**src/rtl/pfq_pkg.sv**
```systemverilog
package pfq_pkg;

    localparam int SEG_W     = 16;
    localparam int OFF_W     = 16;
    localparam int SEG_SHIFT = 4;
    localparam int PA_W      = SEG_W + SEG_SHIFT;
    localparam int BYTE_W    = 8;

    typedef logic [SEG_W-1:0]  seg_t;
    typedef logic [OFF_W-1:0]  off_t;
    typedef logic [PA_W-1:0]   pa_t;
    typedef logic [BYTE_W-1:0] byte_t;

    // Per-cycle queue report; the code values are seen by the consumer.
    typedef enum logic [1:0] {
        QS_IDLE  = 2'b00,
        QS_FIRST = 2'b01,
        QS_FLUSH = 2'b10,
        QS_NEXT  = 2'b11
    } qstat_e;

    typedef struct packed {
        logic valid;
        seg_t seg;
        off_t off;
    } redir_t;

    // Segment scaled by 16 plus offset, truncated to the address width.
    function automatic pa_t phys_addr(input seg_t seg, input off_t off);
        pa_t base;
        base = {seg, {SEG_SHIFT{1'b0}}};
        return base + pa_t'(off);
    endfunction

endpackage

```
**src/rtl/pfq_byte_fifo.sv**
```systemverilog
module pfq_byte_fifo
    import pfq_pkg::*;
#(
    parameter int DEPTH = 6
) (
    input  logic                       clk,
    input  logic                       rst,
    input  logic                       flush,
    input  logic                       push,
    input  byte_t                      push_data,
    input  logic                       pop,
    output byte_t                      head,
    output logic [$clog2(DEPTH+1)-1:0] level,
    output logic                       not_empty
);

    localparam int PTR_W = $clog2(DEPTH);
    localparam int CNT_W = $clog2(DEPTH+1);

    logic [PTR_W-1:0]        wr_ptr, rd_ptr;
    logic [CNT_W-1:0]        cnt_q;
    logic [DEPTH*BYTE_W-1:0] flat;
    logic                    do_push, do_pop;

    function automatic logic [PTR_W-1:0] step(input logic [PTR_W-1:0] p);
        return (p == PTR_W'(DEPTH-1)) ? '0 : p + PTR_W'(1);
    endfunction

    assign do_push = push && !flush && (cnt_q != CNT_W'(DEPTH));
    assign do_pop  = pop && !flush && (cnt_q != '0);

    for (genvar e = 0; e < DEPTH; e++) begin : g_slot
        byte_t data_q;
        always_ff @(posedge clk) begin
            if (do_push && (wr_ptr == PTR_W'(e))) begin
                data_q <= push_data;
            end
        end
        assign flat[e*BYTE_W +: BYTE_W] = data_q;
    end

    always_ff @(posedge clk) begin
        if (rst || flush) begin
            wr_ptr <= '0;
            rd_ptr <= '0;
            cnt_q  <= '0;
        end else begin
            if (do_push) wr_ptr <= step(wr_ptr);
            if (do_pop)  rd_ptr <= step(rd_ptr);
            cnt_q <= cnt_q + CNT_W'(do_push) - CNT_W'(do_pop);
        end
    end

    assign head      = flat[BYTE_W*int'(rd_ptr) +: BYTE_W];
    assign level     = cnt_q;
    assign not_empty = (cnt_q != '0);

endmodule

```
**src/rtl/pfq_fetch_credit.sv**
```systemverilog
module pfq_fetch_credit #(
    parameter int DEPTH      = 6,
    parameter int MAX_FLIGHT = 2
) (
    input  logic                       clk,
    input  logic                       rst,
    input  logic                       flush,
    input  logic                       accept,
    input  logic                       rsp_valid,
    input  logic [$clog2(DEPTH+1)-1:0] level,
    output logic                       req_ok,
    output logic                       rsp_keep
);

    localparam int FL_W  = $clog2(MAX_FLIGHT+1);
    localparam int SUM_W = $clog2(DEPTH+MAX_FLIGHT+1);

    logic [FL_W-1:0] flight_q, drop_q, flight_d;
    logic            rsp_eff, rsp_stale;

    // A reply counts only if something is owed; stale replies come first.
    assign rsp_eff   = rsp_valid && (flight_q != '0);
    assign rsp_stale = rsp_eff && (drop_q != '0);
    assign rsp_keep  = rsp_eff && (drop_q == '0);
    assign flight_d  = flight_q + FL_W'(accept) - FL_W'(rsp_eff);

    always_ff @(posedge clk) begin
        if (rst) begin
            flight_q <= '0;
            drop_q   <= '0;
        end else begin
            flight_q <= flight_d;
            if (flush) drop_q <= flight_d;
            else       drop_q <= drop_q - FL_W'(rsp_stale);
        end
    end

    // Every in-flight request reserves a queue slot.
    assign req_ok = (flight_q < FL_W'(MAX_FLIGHT)) &&
                    ((SUM_W'(level) + SUM_W'(flight_q)) < SUM_W'(DEPTH));

endmodule

```
**src/rtl/pfq_addr_track.sv**
```systemverilog
module pfq_addr_track
    import pfq_pkg::*;
#(
    parameter seg_t RESET_SEG = 16'hFFFF,
    parameter off_t RESET_OFF = 16'h0000
) (
    input  logic   clk,
    input  logic   rst,
    input  redir_t redir,
    input  logic   accept,
    input  logic   consume,
    output pa_t    fetch_addr,
    output seg_t   seg_out,
    output off_t   exec_off
);

    seg_t seg_q;
    off_t fetch_off_q, exec_off_q;

    always_ff @(posedge clk) begin
        if (rst) begin
            seg_q       <= RESET_SEG;
            fetch_off_q <= RESET_OFF;
            exec_off_q  <= RESET_OFF;
        end else if (redir.valid) begin
            seg_q       <= redir.seg;
            fetch_off_q <= redir.off;
            exec_off_q  <= redir.off;
        end else begin
            if (accept)  fetch_off_q <= fetch_off_q + off_t'(1);
            if (consume) exec_off_q  <= exec_off_q + off_t'(1);
        end
    end

    assign fetch_addr = phys_addr(seg_q, fetch_off_q);
    assign seg_out    = seg_q;
    assign exec_off   = exec_off_q;

endmodule

```
**src/rtl/pfq_status_gen.sv**
```systemverilog
module pfq_status_gen
    import pfq_pkg::*;
(
    input  logic   clk,
    input  logic   rst,
    input  logic   flush,
    input  logic   took,
    input  logic   took_first,
    output qstat_e status
);

    always_ff @(posedge clk) begin
        if (rst)        status <= QS_IDLE;
        else if (flush) status <= QS_FLUSH;
        else if (took)  status <= took_first ? QS_FIRST : QS_NEXT;
        else            status <= QS_IDLE;
    end

endmodule

```
**src/rtl/pfq_fetch_unit.sv**
```systemverilog
module pfq_fetch_unit
    import pfq_pkg::*;
#(
    parameter int   DEPTH      = 6,
    parameter int   MAX_FLIGHT = 2,
    parameter seg_t RESET_SEG  = 16'hFFFF,
    parameter off_t RESET_OFF  = 16'h0000
) (
    input  logic                       clk,
    input  logic                       rst,
    input  logic                       redir_valid,
    input  logic [15:0]                redir_seg,
    input  logic [15:0]                redir_off,
    output logic                       fetch_req,
    output logic [19:0]                fetch_addr,
    input  logic                       fetch_rdy,
    input  logic                       resp_valid,
    input  logic [7:0]                 resp_byte,
    input  logic                       take,
    input  logic                       take_first,
    output logic                       q_valid,
    output logic [7:0]                 q_byte,
    output logic [$clog2(DEPTH+1)-1:0] q_level,
    output logic [1:0]                 q_status,
    output logic [15:0]                ip_out,
    output logic [15:0]                cs_out
);

    redir_t redir;
    logic   accept, take_eff, rsp_keep, push, req_ok;
    qstat_e status;

    assign redir    = {redir_valid, redir_seg, redir_off};
    assign accept   = req_ok && fetch_rdy;
    assign take_eff = take && q_valid && !redir_valid;
    assign push     = rsp_keep && !redir_valid;

    pfq_addr_track #(
        .RESET_SEG (RESET_SEG),
        .RESET_OFF (RESET_OFF)
    ) u_addr (
        .clk        (clk),
        .rst        (rst),
        .redir      (redir),
        .accept     (accept),
        .consume    (take_eff),
        .fetch_addr (fetch_addr),
        .seg_out    (cs_out),
        .exec_off   (ip_out)
    );

    pfq_fetch_credit #(
        .DEPTH      (DEPTH),
        .MAX_FLIGHT (MAX_FLIGHT)
    ) u_credit (
        .clk       (clk),
        .rst       (rst),
        .flush     (redir_valid),
        .accept    (accept),
        .rsp_valid (resp_valid),
        .level     (q_level),
        .req_ok    (req_ok),
        .rsp_keep  (rsp_keep)
    );

    pfq_byte_fifo #(
        .DEPTH (DEPTH)
    ) u_fifo (
        .clk       (clk),
        .rst       (rst),
        .flush     (redir_valid),
        .push      (push),
        .push_data (resp_byte),
        .pop       (take_eff),
        .head      (q_byte),
        .level     (q_level),
        .not_empty (q_valid)
    );

    pfq_status_gen u_status (
        .clk        (clk),
        .rst        (rst),
        .flush      (redir_valid),
        .took       (take_eff),
        .took_first (take_first),
        .status     (status)
    );

    assign fetch_req = req_ok;
    assign q_status  = status;

endmodule

```
**config.mk**
```make
export PLATFORM = sky130hd
export DESIGN_NAME = pfq_fetch_unit
export DESIGN_NICKNAME = d
export VERILOG_FILES = /design/src/rtl/pfq_pkg.sv /design/src/rtl/pfq_byte_fifo.sv /design/src/rtl/pfq_fetch_credit.sv /design/src/rtl/pfq_addr_track.sv /design/src/rtl/pfq_status_gen.sv /design/src/rtl/pfq_fetch_unit.sv
export SDC_FILE = /design/constraint.sdc
export NUM_CORES = 1
export LEC_CHECK = 0
export BUFFER_PORTS_ARGS = -buffer_cell sky130_fd_sc_hd__buf_2
export CAP_MARGIN = 20
export CORE_MARGIN = 2
export CORE_UTILIZATION = 55
export DETAILED_ROUTE_END_ITERATION = 6
export GPL_TIMING_DRIVEN = 0
export PLACE_DENSITY = 0.8
export SETUP_SLACK_MARGIN = 0.4
export SYNTH_ARGS = -nofsm -noshare
export SYNTH_HDL_FRONTEND = slang
export SYNTH_SLANG_ARGS = --single-unit
```
**constraint.sdc**
```tcl
create_clock -name clk -period 3.3 [get_ports clk]
set_input_delay 0.33 -clock clk [delete_from_list [all_inputs] [get_ports clk]]
set_output_delay 0.33 -clock clk [all_outputs]
set_load 0.05 [all_outputs]
```
==> impl_summary.md, run 1 <==
Outcome
The run finished with clean final reports.

Timing
Clock skew on the completed layout was measured at 10.9 ps. After layout, the worst setup slack is 425 ps. Setup repair after global routing could not meet its margin everywhere. The remaining max-slew budget at the tightest pin is 47.1%.

For the finished layout, the period the worst path requires is 2870 ps. The total count of hold-check failures in the final report is 0. Of the available clock period, the critical path in the final layout requires 87.1%.

Summed over all failing endpoints, the final setup total negative slack is 0 ps. The transition time at the pin with the least slew margin is 793 ps. The final-report max-slew violation count is 0. Derived from the worst setup path, the maximum achievable clock frequency is 348 MHz. Setup violations remaining at the end of the flow were counted as 0.

Logic synthesis
The most used flip-flop cell after synthesis is sky130_fd_sc_hd__dfxtp_1. By area, the combinational part of the netlist is dominated by compound AO/OA/AOI/OAI gates. Of all cell types, the one taking the most synthesized area is sky130_fd_sc_hd__edfxtp_1. The share of synthesized cell area in and, or, nand and nor gates is 13.3%. The commonest cells after synthesis are sky130_fd_sc_hd__dfxtp_1, sky130_fd_sc_hd__edfxtp_1, sky130_fd_sc_hd__nand2_1, sky130_fd_sc_hd__inv_1, sky130_fd_sc_hd__xnor2_1.

Summed over its instances, the top area cell type makes up 25.9% of the synthesized netlist area. The adder-cell area share of the yosys netlist is 5.80%. The number of different library cells used by synthesis comes to 61. The area fraction in compound gates after synthesis is 13.3%. The xor-xnor portion of the synthesized cell area is 7.24%. The number of synthesized flops with an enable pin is 48. In the post-synthesis netlist, the biggest area contributors are sky130_fd_sc_hd__edfxtp_1, sky130_fd_sc_hd__dfxtp_1, sky130_fd_sc_hd__ha_1, sky130_fd_sc_hd__xnor2_1, sky130_fd_sc_hd__mux2i_1.

By instance count, the leading cell after synthesis is sky130_fd_sc_hd__dfxtp_1. In this run, synthesis produced a sequential element count of 111. The mux cell area share after synthesis is 7.55%.

The sequential cell area fraction in the yosys report is 48.5%. The cell area that synthesis handed to floorplanning was 5570 sq um. The average instance area after synthesis is 10.8 sq um. Counting flops with an async set or reset pin after synthesis yields a share of 0%. In the synthesized netlist, the number of instances is 515. Yosys printed 0 warnings. The post-synth net total is 586.

Pwr
The total leakage power is 0.00266 uW. The total power per unit cell area is 539 nW/um^2. The maximum vdd ir drop is 325 uV.

CTS
The clock slew at the register clock pins of the worst setup and hold paths is 120 ps. The root buffer cell chosen for the clock tree is sky130_fd_sc_hd__clkbuf_8. At the later pin of the worst-skew pair, clock insertion delay measures 380 ps.

The clock tree synthesis step divided the H-tree into 3 levels. The number of buffers added by the clock tree synthesis step is 9. The number of buffers added to fix hold violations after cts is 0. TritonCTS built the clock tree. No sink is reached through more buffers than the 2 on the longest clock path. For this design, the sink count on the clock tree is 111.

Place
The post-DP HPWL is 9950 microns. The number of input and output port buffers inserted is 113. Including well taps, the total number of placed cells is 765. Prior to clock tree synthesis, the placed netlist has a worst setup slack of 317 ps. The routability congestion estimate from global placement is 0.931. After detailed placement, the total cell area comes to 6360 sq um.

Cells and area
The final non-filler cell total is 784. The total number of nets in the final design is 717. The share of cells above drive strength 1 is 29.5%. The number of inserted filler cells in the final layout is 736.

The antenna cell count is 0. The finished cells cover 6780 sq um. From synthesis to final layout, the design area changed by 21.8%.

Floorplanning
Once the floorplan was initialized, standard cells occupied 56.7% of the core. The floorplan die height is 105 microns. The placeable core region is 9820 sq um.

The total I/O pin count is 114. The site row count is 36. The die extent in x is 105 microns. The die footprint is 10900 sq um.

Routing
For this block, the routed nets add up to 13800 microns of wire. In the routed design, unresolved DRC markers number 0. In this run the remaining antenna-violating nets after routing total 0.

The pre-antenna-repair detailed-routing pass consisted of 5 iterations. The detail-routed net length per standard cell is 17.6 microns. Across all layers, the routed design uses 4485 vias. The count of routing violations after the opening detailed-route iteration is 287.

The via-per-instance ratio is 5.72.

Setup path
The critical path data arrival time is 2540 ps. The worst setup path is of the reg2out kind. The required time of the worst setup path is 2970 ps. The slack of the worst reg-to-reg path is 600 ps.

The startpoint type of the worst setup path is a flip-flop. The worst setup path is captured at a primary output. In this run the worst path has a maximum fanout of 5.

Hold path
The min-delay analysis places its worst path in the category in2reg.

Run
The max-capacitance violation count is 0.

Global route
Global routing used 24.5% of the available tracks across all layers. The final global-route overflow total is 0. The number of global-route vias before repair is 4313. The global-route wire length before repair is 21300 microns. The number of antenna violations at the first check in global routing was 0. Entering global routing, the biggest net connects 22 pins.
## layout by cell type, fill, tap and decap left out, types with 3 or more instances in the layout
| cell | n |
|---|---|
| sky130_fd_sc_hd__a21boi_0 | 17 |
| sky130_fd_sc_hd__a21boi_1 | 7 |
| sky130_fd_sc_hd__a21o_1 | 3 |
| sky130_fd_sc_hd__a21oi_1 | 19 |
| sky130_fd_sc_hd__and2_1 | 7 |
| sky130_fd_sc_hd__and3_1 | 3 |
| sky130_fd_sc_hd__buf_1 | 5 |
| sky130_fd_sc_hd__buf_2 | 111 |
| sky130_fd_sc_hd__buf_4 | 11 |
| sky130_fd_sc_hd__buf_6 | 4 |
| sky130_fd_sc_hd__clkbuf_1 | 11 |
| sky130_fd_sc_hd__clkbuf_8 | 9 |
| sky130_fd_sc_hd__dfxtp_1 | 59 |
| sky130_fd_sc_hd__dfxtp_2 | 4 |
| sky130_fd_sc_hd__edfxtp_1 | 48 |
| sky130_fd_sc_hd__ha_1 | 15 |
| sky130_fd_sc_hd__ha_2 | 5 |
| sky130_fd_sc_hd__inv_1 | 29 |
| sky130_fd_sc_hd__mux2i_1 | 24 |
| sky130_fd_sc_hd__mux4_2 | 8 |
| sky130_fd_sc_hd__nand2_1 | 36 |
| sky130_fd_sc_hd__nand3_1 | 15 |
| sky130_fd_sc_hd__nand3b_1 | 3 |
| sky130_fd_sc_hd__nand4_1 | 7 |
| sky130_fd_sc_hd__nor2_1 | 26 |
| sky130_fd_sc_hd__nor2b_1 | 3 |
| sky130_fd_sc_hd__nor3_1 | 13 |
| sky130_fd_sc_hd__nor4_2 | 4 |
| sky130_fd_sc_hd__o211ai_1 | 4 |
| sky130_fd_sc_hd__o21a_1 | 21 |
| sky130_fd_sc_hd__o21ai_0 | 9 |
| sky130_fd_sc_hd__o22ai_1 | 8 |
| sky130_fd_sc_hd__or3_1 | 3 |
| sky130_fd_sc_hd__xnor2_1 | 29 |
| sky130_fd_sc_hd__xor2_1 | 15 |
## through the flow
stage          hold WS, ps  util, %  power [uW]
2_1_floorplan          402        -        2420
3_3_place_gp           492     64.3        2650
3_5_place_dp           499     64.7        2680
4_1_cts                147     67.4        3570
5_1_grt                155     69.0        3810
6_report               155     69.0        3650
## what timing repair did
action,in CTS,in global routing
endpoints found under the hold margin,0,0
pin swaps,2,6
setup endpoints to repair,8,9
resized for setup,12,31
setup buffers,1,2
## final timing paths
kind                                      start                         endpoint  cells after the start
max          u_addr.fetch_off_q[6]$_SDFFE_PP0P_                   fetch_addr[19]                      7
min reg2reg     u_addr.seg_out[10]$_SDFFE_PP1P_  u_addr.seg_out[10]$_SDFFE_PP1P_                      2
max reg2reg          u_fifo.level[0]$_SDFF_PP0_    u_credit.drop_q[1]$_SDFF_PP0_                     15
min                                redir_seg[5]   u_addr.seg_out[5]$_SDFFE_PP1P_                      3
## flip-flops by register name (all words and copies together), names as in the netlist
register / cells
u_credit.drop_q: 2
u_fifo.g_slot.data_q: 48
u_status.status: 2
u_addr.exec_off: 16
u_fifo.wr_ptr: 3
u_addr.fetch_off_q: 16
u_credit.flight_q: 2
u_fifo.rd_ptr: 3
u_addr.seg_out: 16
u_fifo.level: 3
## logic make-up (layout without fill, tap and decap cells)
family          Yosys count  count (layout)
compound gates          109             109
xor+xnor                 46              46
fa+ha+maj                24              24
buf+inv                  55             191
flops                   111             111
mux                      32              32
simple gates            138             138
## layer usage
metal	share of wire (%)	GRT usage, %	up-vias
met5	0	0	-
met4	2.5	9.33	0
met3	5.8	4.55	32
met2	50	41.0	173
met1	42	31.5	2159
li1	-	-	2121
## power by group
part	leakage [uW]	switching, uW	internal [uW]
combinational	0.00160	783	397
clock	0.000107	509	374
sequential	0.000955	80.0	1510
## cell type report
class	instances	area (sq um)	area share, %
Tap cell	133	166	2.45
Sequential cell	111	2710	39.9
Clock inverter	7	93.8	1.38
Timing Repair Buffer	120	636	9.37
Clock buffer	9	124	1.83
Multi-Input combinational cell	349	2810	41.5
Inverter	31	119	1.75
Buffer	24	123	1.81
## worst max-delay path, cell delays in order (launching register included)
cell and delay (ps):
sky130_fd_sc_hd__dfxtp_1 390, sky130_fd_sc_hd__ha_1 450, sky130_fd_sc_hd__nand3_1 180, sky130_fd_sc_hd__o2111ai_2 300
sky130_fd_sc_hd__o2111ai_4 190, sky130_fd_sc_hd__buf_4 190, sky130_fd_sc_hd__o211ai_1 170, sky130_fd_sc_hd__buf_2 290
(Power assumes the default switching activity.)
==> run 2: changes to the inputs <==
--- a/config.mk
+++ b/config.mk
@@ -5,13 +5,13 @@
 export SDC_FILE = /design/constraint.sdc
 export NUM_CORES = 1
 export LEC_CHECK = 0
-export BUFFER_PORTS_ARGS = -buffer_cell sky130_fd_sc_hd__buf_2
 export CAP_MARGIN = 20
 export CORE_MARGIN = 2
 export CORE_UTILIZATION = 55
 export DETAILED_ROUTE_END_ITERATION = 6
+export DONT_BUFFER_PORTS = 1
 export GPL_TIMING_DRIVEN = 0
-export PLACE_DENSITY = 0.8
+export PLACE_DENSITY = 0.79
 export SETUP_SLACK_MARGIN = 0.4
 export SYNTH_ARGS = -nofsm -noshare
 export SYNTH_HDL_FRONTEND = slang
==> run 2 against run 1 <==
  * Worst setup slack lost 120 ps
  * Non-clock buffer count shrank 102
  * Die area is the same
  * Global-route usage grew 2.2 points
  * Wire length grew 5.3%
  * Final cell count shrank 13%
  * Critical endpoint is now fetch_addr[16]
  * Largest cell class unchanged
==> impl_summary.md, run 2 (synthesis gave the netlist of run 1 again) <==
Routing
The count of antenna-violating nets left after detailed routing was 0 (unchanged). The count of TritonRoute iterations in the first routing pass is 5 (unchanged). The total routed wirelength is 14500 microns (+5.3%).

The DRC violation count after routing is 0 (unchanged). The count of routing violations after the opening detailed-route iteration is 282 (-1.7%). The via-per-instance ratio is 6.19 (+8.1%).

The total vias in the final route is 4219 (-5.9%). The detail-routed net length per standard cell is 21.3 microns (+21%).

CTS
The clock net sink count is 111 (unchanged). The CTS tree is built. The number of levels in the clock H-tree was 3 (unchanged).

The number of buffers added by the clock tree synthesis step is 9 (unchanged). The clock latency of the later-clocked register in the worst-skew pair is 390 ps (about the same). The library cell used as clock root buffer is sky130_fd_sc_hd__clkbuf_8. The clock slew at the register clock pins of the worst setup and hold paths was 110 ps (about the same). The buffer levels on the longest clock path is 2 (unchanged).

Cells and area
The share of cells above drive strength 1 is 22.0% (-7.5 points). In the layout the commonest cells are sky130_fd_sc_hd__dfxtp_1, sky130_fd_sc_hd__edfxtp_1, sky130_fd_sc_hd__nand2_1. The antenna cell count is 0 (unchanged).

From synthesis to final layout, the design area changed by 17.7%. The flip-flop count of the largest register after layout came to 48 (unchanged). The register containing the most flip-flops in the final layout is u_fifo.g_slot.data_q. The total number of nets in the final design is 615 (-14%).

The post-route standard cell area excluding fillers was 6550 sq um (-3.4%).

Setup path
The destination of the worst register-to-register timing path is u_credit.drop_q[1]$_SDFF_PP0_. The required time of the worst setup path is 2970 ps (about the same). Tracing the worst setup path back leads to its startpoint at u_addr.seg_out[0]$_SDFFE_PP1P_. The largest driver fanout on the critical path is 4 (-1).

The capturing element type of the critical path is a primary output. STA classifies the critical path startpoint as a flip-flop. The critical path capture point is fetch_addr[16]. The critical path in this run is classified as reg2out. In this run the critical register-to-register path is launched from u_fifo.level[0]$_SDFF_PP0_.

The length in cells of the worst reg-to-reg path is 14 (-1). The critical path data arrival time was 2670 ps (+130 ps). The slack of the worst reg-to-reg path came to 590 ps (about the same).

Timing
The final critical delay including setup and external delays is 3000 ps (+121 ps). The total count of hold-check failures in the final report is 0 (unchanged). The sum of negative setup slack is 0 ps (unchanged). The peak clock frequency supported by timing is 334 MHz (-4.0%). The number of setup violations in the final report was 0 (unchanged). The post-route clock skew is 15.9 ps (+4.92 ps). The transition time at the pin with the least slew margin is 1200 ps (+405 ps). The final-report max-slew violation count came to 0 (unchanged).

Setup repair after global routing could not meet its margin everywhere. The remaining max-slew budget at the tightest pin is 19.6% (-28 points). The part of the cycle the worst path needs is 90.8% (+3.7 points).

Outcome
The run finished with clean final reports.

Floorplanning
The floorplan die height was 105 microns (unchanged). The site row count is 36 (unchanged). The die extent in x is 105 microns (unchanged).

The die footprint is 10900 sq um (unchanged). The initial core utilization is 56.7% (unchanged). The placeable core region came to 9820 sq um (unchanged). The total I/O pin count came to 114 (unchanged).

Hold path
The worst hold path belongs to the class in2reg.

Place
The post-DP HPWL is 9760 microns (-1.9%). The instance area at placement was 5790 sq um (-8.9%). The routability congestion estimate from global placement is 0.892 (-4.2%). The number of input and output port buffers inserted is 0 (-100%).

Global route
The maximum number of pins on one net before global-route repair is 23 (+4.5%). The number of antenna violations at the first check in global routing is 0 (unchanged). The global-route wire length before repair came to 22600 microns (+6.4%). The total global-route track usage is 26.6% (+2.2 points). The number of global-route vias before repair is 4248 (-1.5%). The final global-route overflow total was 0 (unchanged).

Pwr
The total power per unit cell area is 545 nW/um^2 (+1.2%). The maximum vdd ir drop is 347 uV (+7.0%). The total leakage power came to 0.00232 uW (-13%).

Run
The max-capacitance violation count is 0 (unchanged).
-- run 2: changes by cell type in the layout (fill, tap and decap cells not counted), moves of 5 or more --
cell / change
sky130_fd_sc_hd__buf_2: -109
sky130_fd_sc_hd__dfxtp_1: -11
sky130_fd_sc_hd__dfxtp_4: +11
sky130_fd_sc_hd__o22ai_1: -8
sky130_fd_sc_hd__o22ai_2: +8
sky130_fd_sc_hd__ha_4: +7
sky130_fd_sc_hd__buf_4: +6
sky130_fd_sc_hd__dlygate4sd3_1: +5
-- run 2: per-stage QoR --
step / hold WS, ps / total power [uW] / std cells / util (%) / setup WS, ps
after global routing: 3.85 / 3710 / 682 / 66.7 / 207
final: 21.4 / 3570 / 682 / 66.7 / 304
after global placement: 405 / 2530 / 648 / 58.5 / 131
after detailed placement: 409 / 2570 / 652 / 59.0 / 69.2
after floorplan: 402 / 2420 / 515 / - / 399
after CTS: 11.7 / 3480 / 676 / 64.7 / 181
-- run 2: worst min path at each step --
stage | from | to | depth (start not counted)
4_1_cts | resp_byte[1] | u_fifo.g_slot[3].data_q[1]$_DFFE_PP_ | 0
3_5_place_dp | rst | u_credit.flight_q[0]$_SDFF_PP0_ | 1
6_report | rst | u_status.status[1]$_SDFF_PP0_ | 1
5_1_grt | resp_byte[4] | u_fifo.g_slot[3].data_q[4]$_DFFE_PP_ | 0
3_3_place_gp | rst | u_credit.drop_q[0]$_SDFF_PP0_ | 1
2_1_floorplan | rst | u_credit.flight_q[0]$_SDFF_PP0_ | 1
-- run 2: final cells by class --
cell class | instances | area (sq um)
plain buffers | 24 | 124
clock buffers | 9 | 124
clock inverters | 7 | 80.1
fillers | 742 | 3270
inverters | 31 | 129
multi-input cells | 349 | 3030
flip-flops and latches | 111 | 2750
well taps | 133 | 166
repair buffers | 18 | 148
-- run 2: worst max-delay path, cell delays in order, from the launching register on --
cell                       delay (ps)
sky130_fd_sc_hd__dfxtp_4          430
sky130_fd_sc_hd__ha_2             230
sky130_fd_sc_hd__fa_2             380
sky130_fd_sc_hd__a211oi_2         230
sky130_fd_sc_hd__o21ai_2          160
sky130_fd_sc_hd__o31ai_2          380
sky130_fd_sc_hd__or3b_2           210
sky130_fd_sc_hd__nand3_2          270
-- run 2: what timing repair did --
item / 4_1_cts / 5_1_grt
gates resized for setup: 66 / 25
hold endpoints to repair: 2 / 3
setup endpoints to repair: 25 / 11
hold buffers: 1 / 4
cloned: 0 / 0
buffers inserted: 7 / 2
pin swaps: 12 / 14
-- run 2: per-layer routing --
metal	global-route usage (%)	vias to the layer above	part of all wire [%]
li1	-	1921	-
met1	30.3	2061	37
met2	46.8	182	51
met3	7.86	55	7.3
met4	10.8	0	4.2
met5	0	-	0
-- run 2: where the power goes --
part	switching, uW	internal (uW)
clock network	522	303
registers	187	1510
logic	690	360
==> run 3: changes to the inputs <==
--- a/config.mk
+++ b/config.mk
@@ -7,11 +7,11 @@
 export LEC_CHECK = 0
 export CAP_MARGIN = 20
 export CORE_MARGIN = 2
-export CORE_UTILIZATION = 55
+export CORE_UTILIZATION = 49
 export DETAILED_ROUTE_END_ITERATION = 6
 export DONT_BUFFER_PORTS = 1
 export GPL_TIMING_DRIVEN = 0
-export PLACE_DENSITY = 0.79
+export PLACE_DENSITY = 0.73
 export SETUP_SLACK_MARGIN = 0.4
 export SYNTH_ARGS = -nofsm -noshare
 export SYNTH_HDL_FRONTEND = slang
==> run 3 against run 2 <==
  * Highest routed layer unchanged
  * Flip-flop and latch count unchanged
  * Register-to-register slack got worse by 50 ps
  * Critical path depth did not move
  * Worst hold slack improved by 31 ps
  * Design area down 0.52%
  * Non-clock buffer count fell by 11
  * Fmax rose by 1.2%
  * Combinational power decreased by 6%
  * Wire length shrank 11%
  * Final cell count fell by 0.59%
  * Power rose by 7.7%
==> impl_summary.md, run 3 (synthesis gave the netlist of run 1 again) <==
Outcome
The flow ran to the end, and the final reports show no timing, DRC or antenna violations.

Cells and area
The number of inserted filler cells in the final layout came to 901 (+21%). The leading cell type in the layout, fill and taps excluded is sky130_fd_sc_hd__dfxtp_1. The flip-flop count of the largest register after layout was 48 (unchanged).

The top cell types in the final layout, fill and taps aside, are sky130_fd_sc_hd__dfxtp_1, sky130_fd_sc_hd__edfxtp_1, sky130_fd_sc_hd__nand2_1. Relative to the synthesized area, the layout overhead comes to 17.1%. The final non-filler cell total came to 678 (-0.59%).

The share of cells above drive strength 1 is 19.3% (-2.7 points). The antenna cell count came to 0 (unchanged). The total number of nets in the final design is 604 (-1.8%). The register with the most flip-flops in the final layout is u_fifo.g_slot.data_q.

Setup path
The critical path data arrival time came to 2630 ps (-40 ps). The largest driver fanout on the critical path is 4 (unchanged). The capturing element type of the critical path is a primary output. The startpoint type of the worst setup path is a flip-flop. The required time of the worst setup path is 2970 ps (about the same). The slack of the worst reg-to-reg path is 540 ps (-50 ps). The worst setup path is of the reg2out kind.

CTS
The number of levels in the clock H-tree was 3 (unchanged). The number of buffers added by the clock tree synthesis step came to 9 (unchanged). TritonCTS built the clock tree.

The clock slew at the register clock pins of the worst setup and hold paths came to 80 ps (-30 ps). The number of buffers added to fix hold violations after cts was 0 (-1). The library cell used as clock root buffer is sky130_fd_sc_hd__clkbuf_16. The clock net sink count is 111 (unchanged). The buffer levels on the longest clock path is 2 (unchanged). The clock latency of the later-clocked register in the worst-skew pair is 350 ps (-40 ps).

Global route
The final global-route overflow total is 0 (unchanged). The global-route wire length before repair came to 20400 microns (-9.6%). The number of global-route vias before repair came to 3972 (-6.5%). The total global-route track usage is 20.8% (-5.8 points). The maximum number of pins on one net before global-route repair is 20 (-13%).

The number of antenna violations at the first check in global routing is 0 (unchanged).

Pwr
The total leakage power is 0.00232 uW (about the same). The maximum vdd ir drop is 350 uV (+0.70%). The total power of the final layout is 3840 uW (+7.7%).

The total power per unit cell area came to 590 nW/um^2 (+8.3%).

Timing
The transition time at the pin with the least slew margin was 1170 ps (-24.9 ps). The final critical delay including setup and external delays is 2960 ps (-36.4 ps). The peak clock frequency supported by timing came to 338 MHz (+1.2%). The remaining max-slew budget at the tightest pin is 21.2% (+1.7 points).

The sum of negative setup slack is 0 ps (unchanged). The number of setup violations in the final report is 0 (unchanged). The final-report max-slew violation count is 0 (unchanged).

The setup slack of the critical path after layout is 340 ps (+36.4 ps). The part of the cycle the worst path needs is 89.7% (-1.1 points). Setup repair after global routing could not meet its margin everywhere.

The total count of hold-check failures in the final report is 0 (unchanged). The post-route clock skew came to 12.6 ps (-3.30 ps).

Place
The routability congestion estimate from global placement is 0.846 (-5.1%). The post-placement setup slack is 99.7 ps (+30.4 ps). The number of input and output port buffers inserted was 0 (unchanged).

The number of cells in the design after placement is 660 (+1.2%). The post-DP HPWL was 9290 microns (-4.8%).

Routing
The DRC violation count after routing was 0 (unchanged). The count of routing violations after the opening detailed-route iteration came to 208 (-26%). The count of TritonRoute iterations in the first routing pass is 5 (unchanged).

The count of antenna-violating nets left after detailed routing is 0 (unchanged). The total routed wirelength came to 13000 microns (-11%). The total vias in the final route came to 4005 (-5.1%). The via-per-instance ratio is 5.91 (-4.5%). The detail-routed net length per standard cell is 19.2 microns (-10%).

Floorplanning
The floorplan die height is 111 microns (+5.7%). The initial core utilization is 50.7% (-6.0 points). The die extent in x is 111 microns (+5.7%).

The placeable core region is 11000 sq um (+12%). The die footprint is 12200 sq um (+12%). The site row count is 38 (+5.6%). The total I/O pin count is 114 (unchanged).

Hold path
The class of the worst hold path is in2reg.

Run
The max-capacitance violation count was 0 (unchanged).
-- run 3: changes by cell type in the layout (fill, tap and decap cells not counted), moves of 3 or more --
cell,previous run,this run
sky130_fd_sc_hd__clkbuf_16,0,9
sky130_fd_sc_hd__a21oi_2,3,0
sky130_fd_sc_hd__dlygate4sd3_1,5,0
sky130_fd_sc_hd__clkbuf_8,9,0
sky130_fd_sc_hd__buf_4,17,11
-- run 3: per-layer routing --
metal  vias to the layer above  track usage, %  wire [microns]
li1                       1901               -               -
met1                      1964            24.4            5090
met2                       122            36.8            6820
met3                        18            5.76             866
met4                         0            7.00             216
met5                         -               0               0
-- run 3: cell type report --
type / count / area [sq um] / share of cell area, %
Sequential cell: 111 / 2750 / 42.1
Buffer: 24 / 124 / 1.90
Clock buffer: 10 / 229 / 3.51
Multi-Input combinational cell: 349 / 2970 / 45.6
Clock inverter: 6 / 92.6 / 1.42
Tap cell: 140 / 175 / 2.69
Timing Repair Buffer: 7 / 52.6 / 0.806
Inverter: 31 / 129 / 1.98
-- run 3: metrics by stage --
stage	hold WS [ps]	util, %	instance area (sq um)
after global routing	47.5	59.3	6520
after detailed placement	404	52.9	5810
final	52.7	59.3	6520
after floorplan	402	-	5580
after global placement	403	52.4	5750
after CTS	39.8	58.0	6370
-- run 3: final timing paths --
path | from | endpoint | cells past startpoint
max | u_addr.seg_out[0]$_SDFFE_PP1P_ | fetch_addr[12] | 7
min | rst | u_credit.flight_q[0]$_SDFF_PP0_ | 1
max reg2reg | u_fifo.level[0]$_SDFF_PP0_ | u_credit.drop_q[1]$_SDFF_PP0_ | 15
min reg2reg | u_fifo.rd_ptr[2]$_SDFFE_PP0P_ | u_fifo.rd_ptr[1]$_SDFFE_PP0P_ | 2
-- run 3: power breakdown --
part	total [uW]	internal [uW]	switching, uW
Combinational	984	331	653
Sequential	1690	1510	183
Clock	1170	673	497
Total	3840	2510	1330
-- run 3: critical path, cell delays in order (launching register included) --
cell,delay (ps)
sky130_fd_sc_hd__dfxtp_4,410
sky130_fd_sc_hd__ha_1,240
sky130_fd_sc_hd__fa_2,380
sky130_fd_sc_hd__a211oi_2,270
sky130_fd_sc_hd__o21ai_2,160
sky130_fd_sc_hd__a2111oi_4,330
sky130_fd_sc_hd__nor3_2,120
sky130_fd_sc_hd__xor2_4,360
-- run 3: repair_timing --
item / CTS / global route
resized for setup: 54 / 26
endpoints found under the setup margin: 23 / 11
pin swaps: 4 / 7
gates cloned: 0 / 0
setup buffers: 0 / 2
